[src/rtl/irqc_pkg.sv]
package irqc_pkg;

    localparam int BANK_W = 8;
    localparam int ADDR_W = 4;

    typedef logic [BANK_W-1:0] bank_t;

    typedef enum logic [ADDR_W-1:0] {
        ADR_STAT_A = 4'h0,
        ADR_REQ_A  = 4'h1,
        ADR_MASK_A = 4'h2,
        ADR_STAT_B = 4'h4,
        ADR_REQ_B  = 4'h5,
        ADR_MASK_B = 4'h6,
        ADR_FMASK  = 4'h8,
        ADR_FREQ   = 4'h9
    } reg_addr_e;

    typedef struct packed {
        bank_t status;
        bank_t mask;
    } bank_view_t;

    function automatic bank_t masked(bank_view_t v);
        return v.status & v.mask;
    endfunction

endpackage

[src/rtl/irqc_src_cell.sv]
module irqc_src_cell #(
    parameter bit IS_EDGE = 1'b1
) (
    input  logic clk,
    input  logic rst,
    input  logic src,
    input  logic clr,
    output logic status
);
    logic src_q;

    always_ff @(posedge clk) begin
        if (rst) src_q <= 1'b0;
        else     src_q <= src;
    end

    generate
        if (IS_EDGE) begin : g_edge
            logic hit;
            logic lat;

            assign hit = src & ~src_q;

            always_ff @(posedge clk) begin
                if (rst) lat <= 1'b0;
                else     lat <= (lat & ~clr) | hit;
            end

            assign status = lat;

            a_r2_edge_sets: assert property (@(posedge clk) disable iff (rst)
                hit |=> status);
            a_r6_clear_drops: assert property (@(posedge clk) disable iff (rst)
                (clr && !hit) |=> !status);
            a_r8_edge_wins: assert property (@(posedge clk) disable iff (rst)
                (clr && hit) |=> status);
        end else begin : g_level
            logic unused_clr;
            assign unused_clr = clr;
            assign status = src_q;
        end
    endgenerate

endmodule

[src/rtl/irqc_mask_reg.sv]
module irqc_mask_reg
    import irqc_pkg::*;
(
    input  logic  clk,
    input  logic  rst,
    input  logic  we,
    input  bank_t wdata,
    output bank_t q
);
    always_ff @(posedge clk) begin
        if (rst)     q <= '0;
        else if (we) q <= wdata;
    end

    a_r1_mask_reset: assert property (@(posedge clk)
        rst |=> (q == '0));
    a_r9_mask_holds: assert property (@(posedge clk) disable iff (rst)
        !we |=> $stable(q));

endmodule

[src/rtl/irqc_top.sv]
module irqc_top
    import irqc_pkg::*;
#(
    parameter logic [BANK_W-1:0] EDGE_A = 8'h7F
) (
    input  logic              clk,
    input  logic              rst,
    input  logic [ADDR_W-1:0] reg_addr,
    input  logic              reg_wr,
    input  logic [BANK_W-1:0] reg_wdata,
    output logic [BANK_W-1:0] reg_rdata,
    input  logic [BANK_W-1:0] src_a,
    input  logic [BANK_W-1:0] src_b,
    output logic              irq,
    output logic              fiq
);
    bank_t      stat_a, stat_b, mask_a, mask_b, fmask, clr_a;
    bank_view_t view_a, view_b, view_f;
    bank_t      req_a, req_b, req_f;
    logic       we_a, we_b, we_f;

    assign clr_a = (reg_wr && reg_addr == ADR_REQ_A) ? reg_wdata : '0;
    assign we_a  = reg_wr && reg_addr == ADR_MASK_A;
    assign we_b  = reg_wr && reg_addr == ADR_MASK_B;
    assign we_f  = reg_wr && reg_addr == ADR_FMASK;

    generate
        for (genvar i = 0; i < BANK_W; i++) begin : g_bit
            irqc_src_cell #(.IS_EDGE(EDGE_A[i])) u_a (
                .clk(clk), .rst(rst), .src(src_a[i]), .clr(clr_a[i]), .status(stat_a[i])
            );
            irqc_src_cell #(.IS_EDGE(1'b0)) u_b (
                .clk(clk), .rst(rst), .src(src_b[i]), .clr(1'b0), .status(stat_b[i])
            );
        end
    endgenerate

    irqc_mask_reg u_mask_a (.clk(clk), .rst(rst), .we(we_a), .wdata(reg_wdata), .q(mask_a));
    irqc_mask_reg u_mask_b (.clk(clk), .rst(rst), .we(we_b), .wdata(reg_wdata), .q(mask_b));
    irqc_mask_reg u_mask_f (.clk(clk), .rst(rst), .we(we_f), .wdata(reg_wdata), .q(fmask));

    assign view_a = '{status: stat_a, mask: mask_a};
    assign view_b = '{status: stat_b, mask: mask_b};
    assign view_f = '{status: stat_a, mask: fmask};
    assign req_a  = masked(view_a);
    assign req_b  = masked(view_b);
    assign req_f  = masked(view_f);

    assign irq = |{req_a, req_b};
    assign fiq = |req_f;

    always_comb begin
        case (reg_addr_e'(reg_addr))
            ADR_STAT_A: reg_rdata = stat_a;
            ADR_REQ_A:  reg_rdata = req_a;
            ADR_MASK_A: reg_rdata = mask_a;
            ADR_STAT_B: reg_rdata = stat_b;
            ADR_REQ_B:  reg_rdata = req_b;
            ADR_MASK_B: reg_rdata = mask_b;
            ADR_FMASK:  reg_rdata = fmask;
            ADR_FREQ:   reg_rdata = req_f;
            default:    reg_rdata = '0;
        endcase
    end

    a_r5_irq_needs_mask: assert property (@(posedge clk) disable iff (rst)
        (mask_a == '0 && mask_b == '0) |-> !irq);
    a_r5_fiq_needs_mask: assert property (@(posedge clk) disable iff (rst)
        (fmask == '0) |-> !fiq);
    a_r1_quiet_after_reset: assert property (@(posedge clk)
        rst |=> (!irq && !fiq));

endmodule

[config.mk]
export PLATFORM = sky130hd
export DESIGN_NAME = irqc_top
export DESIGN_NICKNAME = d
export VERILOG_FILES = /design/src/rtl/irqc_pkg.sv /design/src/rtl/irqc_src_cell.sv /design/src/rtl/irqc_mask_reg.sv /design/src/rtl/irqc_top.sv
export SDC_FILE = /design/constraint.sdc
export NUM_CORES = 1
export LEC_CHECK = 0
export BUFFER_PORTS_ARGS = -buffer_cell sky130_fd_sc_hd__buf_2
export CAP_MARGIN = 15
export CORE_MARGIN = 1.5
export CORE_UTILIZATION = 55
export CTS_CLUSTER_SIZE = 8
export DETAILED_ROUTE_END_ITERATION = 6
export HOLD_SLACK_MARGIN = 0.15
export PLACE_DENSITY = 0.9
export SYNTH_ARGS = -nofsm -noshare
export SYNTH_HDL_FRONTEND = slang
export SYNTH_SLANG_ARGS = --single-unit
[constraint.sdc]
create_clock -name clk -period 1.55 [get_ports clk]
set_input_delay 0.155 -clock clk [delete_from_list [all_inputs] [get_ports clk]]
set_output_delay 0.155 -clock clk [all_outputs]
set_load 0.1 [all_outputs]
Word-level counts from Yosys, hierarchy flattened
Cells that the tools add are included.
Storage, ports and cells
  register bits after elaboration: 47
  input port bits: 31
  output and inout bits: 10
  word-level logic and storage cells: 80
Operators by class
  eq/ne operators: 7
  multiplexer cells: 2
  bitwise operators: 38
  reductions and logical operators: 7
Operators by type and width (count)
  $pmux W8 S8: 1
  $and A8 B8 Y8: 3
  $reduce_or A16 Y1: 1
  $and A1 B1 Y1: 14
  $not A1 Y1: 14
  $eq A4 B3 Y1 const B: 3
  $eq A4 B4 Y1 const B: 2
  $reduce_or A8 Y1: 1
  $mux W7: 1
  $or A1 B1 Y1: 7
  $eq A4 B1 Y1 const B: 1
  $eq A4 B2 Y1 const B: 1
  $logic_and A1 B1 Y1: 4
  $logic_not A4 Y1: 1

Logic depth before layout (Yosys ltp)
  depth in word-level cells: 6
  depth in mapped cells: 6
  gate-level depth less buffers: 4

Modules after synthesis
From an unflattened synthesis, not the netlist that was laid out.
Second synthesis, totals
  cells, all modules: 261
  area, all modules: 2462.4 um^2
Modules (own cells, without submodules)
  irqc_mask_reg: times used 3, cells each 26, area an instance 285.3 um^2, sequential area each 160.2 um^2
  irqc_top: times used 1, cells each 123, area an instance 777.0 um^2, sequential area each 0.0 um^2
  irqc_src_cell (g_bit[0].u_a ...): times used 7, cells each 6, area an instance 75.1 um^2, sequential area each 40.0 um^2
  irqc_src_cell (g_bit[0].u_b ...): times used 9, cells each 2, area an instance 33.8 um^2, sequential area each 20.0 um^2

Worst setup path after synthesis
OpenSTA, ideal clock, no wires.
  path kind: in2out
  start: in reg_addr[1]
  end: out reg_rdata[2]
  arrival: 2.369 ns
  required time: 1.395 ns
  slack: -0.974 ns
  stages: 5
  path through: buf_4 > buf_2 > nor2_1 > a22oi_1 > o221ai_1
On the way
  word-level cells in the longest chain between the ends: 2
  elaborated cells between the ends (all ways): 9
  classes of those cells: eq/ne (7); mux (1); reduce/logical (1)
RTL lines
  start, declared: line irqc_top.sv:8  | input logic [ADDR_W-1:0] reg_addr,
  $eq A4 B4 Y1, or another cell as far along: line irqc_top.sv:53  | case (reg_addr_e'(reg_addr))
  $pmux W8 S8 *: line irqc_top.sv:53
  end, declared: line irqc_top.sv:11  | output logic [BANK_W-1:0] reg_rdata,
Every way passes the cells marked *; elsewhere a longest branch is shown, timed or not.

Final worst setup path
  start: reg g_bit[0].u_a.g_edge.lat
  end: out reg_rdata[0]
On the way
  word-level cells in the longest chain between the ends: 2
  elaborated cells between the ends (all ways): 3
  classes of those cells: mux (1); bitwise (2)
RTL lines
  start, declared: line irqc_src_cell.sv:20  | logic lat;
  start signal, assigned: line irqc_src_cell.sv:26  | else lat <= (lat & ~clr) | hit;
  $and A8 B8 Y8: line irqc_pkg.sv:25  | return v.status & v.mask;
  $pmux W8 S8 *: line irqc_top.sv:53
Marks and branches as above.

==> flow_metrics.env <==
export IMPL_clk_latency_ps=320
export IMPL_num_rows=23
export IMPL_rsz0062_at_grt="yes"
export IMPL_initial_core_util=0.5724
export IMPL_yosys_area_share_adder=0
export IMPL_maxCapViolCount=0
export IMPL_required_ps=1390
export IMPL_rr_endpoint="u_mask_b.q[4]$_SDFFE_PP0P_"
export IMPL_min_path_type="in2reg"
export IMPL_fin_cells=384
export IMPL_fin_area_um2=3465
export IMPL_synthMuxAreaShare=0.1093
export IMPL_hold_end="u_mask_a.q[5]$_SDFFE_PP0P_"
export IMPL_synth_compound_area_frac=0.1738
export IMPL_skew_ps=21.39
export IMPL_synth_top_cell_area_share=0.4109
export IMPL_dr_total_vias=2713
export IMPL_antennaDiodeCount=0
export IMPL_setup_viol_count_final=9
export IMPL_numCtsBuffers=5
export IMPL_grt_pass1_wl_um=12720
export IMPL_period_share=1.161
export IMPL_holdPathStages=3
export IMPL_cp_slowest_cell="a21oi_1"
export IMPL_place_inst=349
export IMPL_cts_tree="done"
export IMPL_drt_total_wl_um=9972
export IMPL_cts_root_buffer="clkbuf_8"
export IMPL_die_y_um=67.52
export IMPL_endpoint_kind="primary output"
export IMPL_syn_inst=254
export IMPL_yosys_area_share_xor_xnor=0
export IMPL_worstSetupStartpointType="register"
export IMPL_yosysUniqueCellTypes=31
export IMPL_antenna_found_initial=0
export IMPL_gp_congestion=0.9391
export IMPL_cp_slowest_stage_delay_ps=390
export IMPL_grt_total_usage=0.3922
export IMPL_p_total_mw=2.845
export IMPL_ff2ff_setup_slack_ps=660
export IMPL_drive_above_1_share=0.3922
export IMPL_synth_nets=285
export IMPL_yosys_warnings=0
export IMPL_grt_pass1_vias=2484
export IMPL_yosys_area_share_simple=0.2634
export IMPL_netlist_area_um2=2290
export IMPL_die_w_um=67.52
export IMPL_clkSinkCount=47
export IMPL_grt_ovfl_total=0
export IMPL_synth_avg_cell_area_um2=9.015
export IMPL_async_flop_share=0
export IMPL_drt_iter0_drc=495
export IMPL_hp_start="reg_wdata[5]"
export IMPL_yosysTopAreaCell="dfxtp_1"
export IMPL_synth_seq_cells=47
export IMPL_finalNetCount=364
export IMPL_final_common_cell="dfxtp_1"
export IMPL_relSlewSlack=0.6778
export IMPL_final_max_slew_viol_count=0
export IMPL_status="finished with violations"
export IMPL_die_area_um2=4559
export IMPL_yosysSeqAreaShare=0.4109
export IMPL_ant_nets=0
export IMPL_finalSetupTns_ps=-1027
export IMPL_crit_type="reg2out"
export IMPL_p_leak_nw=1.413
export IMPL_most_common_layout_cells="dfxtp_1, buf_2, nor2_1, buf_4, nor2b_1"
export IMPL_max_slew_worst_pin_slew_ps=483.4
export IMPL_firstDrtPassIters=7
export IMPL_dp_hpwl_um=4760
export IMPL_io_buffer_count=40
export IMPL_synth_top_family_by_area="simple AND/OR/NAND/NOR gates"
export IMPL_cp_cell_sequence="buf_4 -> a21oi_1 -> o221ai_4 -> buf_12"
export IMPL_crit_fanout=4
export IMPL_grt_start_max_net_pins=34
export IMPL_fin_util=0.8661
export IMPL_powerDensity_nw_per_um2=821.2
export IMPL_dpl_cell_area_um2=2905
export IMPL_synthTopCellsByArea="dfxtp_1, mux2i_1, nor2b_1, nor2_1, nand3_1"
export IMPL_via_per_inst=7.065
export IMPL_ys_flop_type="dfxtp_1"
export IMPL_core_area_um2=4000
export IMPL_r2r_start="u_mask_b.q[4]$_SDFFE_PP0P_"
export IMPL_ir_drop_v=0.0007782
export IMPL_violations="negative setup slack"
export IMPL_worst_slack_ps=-249.7
export IMPL_fillers=172
export IMPL_io_pins=41
export IMPL_reg2reg_depth=2
export IMPL_hold_violations=0
export IMPL_synth_edf_count=0
export IMPL_clk_path_buf_depth=2
export IMPL_htreeDepth=2
export IMPL_drc_errors=0
export IMPL_min_period_ps=1800
export IMPL_wl_per_cell_um=25.97
export IMPL_area_delta_synth_final_pct=51.31
export IMPL_fmax_mhz=555.6
export IMPL_clk_pin_slew_ps=110
export IMPL_cp_arrival_ps=1640
## worst max-delay path: cells and delay by family (launching register included)
kind / cells / cell delay [ps]
AO/OA/AOI/OAI: 2 / 610
flip-flops: 1 / 380
buffers and inverters: 2 / 350
## cell usage after synthesis (6+ instances only)
cell type  instances
a21o_1             7
nor2_1            31
nand2b_1          10
a22oi_1            8
clkbuf_1           7
a32oi_1            6
nand3_1           18
a21oi_1           13
buf_2              6
mux2i_1           25
o21ai_0            7
nor2b_1           26
dfxtp_1           47
## worst max path at each step
stage | startpoint | to | slack, ps
6_report | g_bit[0].u_a.status$_SDFF_PP0_ | reg_rdata[0] | -250
5_1_grt | g_bit[0].u_a.status$_SDFF_PP0_ | reg_rdata[0] | -280
4_1_cts | g_bit[0].u_a.status$_SDFF_PP0_ | reg_rdata[0] | -150
3_5_place_dp | reg_addr[1] | reg_rdata[0] | -70
3_3_place_gp | reg_addr[1] | reg_rdata[0] | -70
2_1_floorplan | reg_addr[1] | reg_rdata[3] | -250
## metal layers
| metal | GRT usage | part of all wire | vias to the layer above |
|---|---|---|---|
| li1 | - | - | 1079 |
| met4 | 0.2194 | 0.079 | 0 |
| met2 | 0.6311 | 0.45 | 289 |
| met3 | 0.1483 | 0.14 | 103 |
| met1 | 0.4448 | 0.33 | 1242 |
| met5 | 0 | 0 | - |
## registers in the layout, indices dropped and copies added, names as in the netlist
register / flops
u_mask_b.q: 8
u_mask_a.q: 8
g_bit.u_a.src_q: 7
g_bit.u_b.status: 8
g_bit.u_a.status: 8
u_mask_f.q: 8
## kinds of logic (layout without fill, tap and decap cells)
| logic type | after synthesis | count (layout) |
|---|---|---|
| buf+inv | 20 | 100 |
| flops | 47 | 47 |
| compound gates | 57 | 57 |
| simple gates | 105 | 105 |
| mux | 25 | 25 |
## timing repair
item                                    4_1_cts  5_1_grt
cloned                                        0        0
endpoints found under the setup margin        9       10
resized for setup                            26       24
hold buffers                                 20        0
setup buffers                                 4        4
hold endpoints to repair                     22        0
pin swaps                                     9       10
## stage by stage
stage               setup slack (ps)  hold slack (ps)
floorplan                     -253.7            283.2
global placement              -69.44            362.4
detailed placement            -65.55            366.6
CTS                           -154.1            155.3
global route                  -275.4            202.4
finish                        -249.7            166.7
## power breakdown
part	leakage (nW)	internal [mW]	switching (mW)	total (mW)
combinational	0.958	0.234	0.311	0.545
sequential	0.393	1.25	0.0662	1.32
clock	0.0612	0.523	0.461	0.984
total	1.41	2.01	0.838	2.85
## area by class of cell
cell class	instances	area [um2]	share of cell area
sequential	47	983.4	0.2839
clock buffer	6	82.58	0.02384
inverter	4	15.01	0.004334
multi-input combinational	187	1514	0.4370
clock inverter	2	35.03	0.01011
timing repair buffer	88	772.0	0.2228
tap	50	62.56	0.01806
Power figures use the tool's default switching activity.
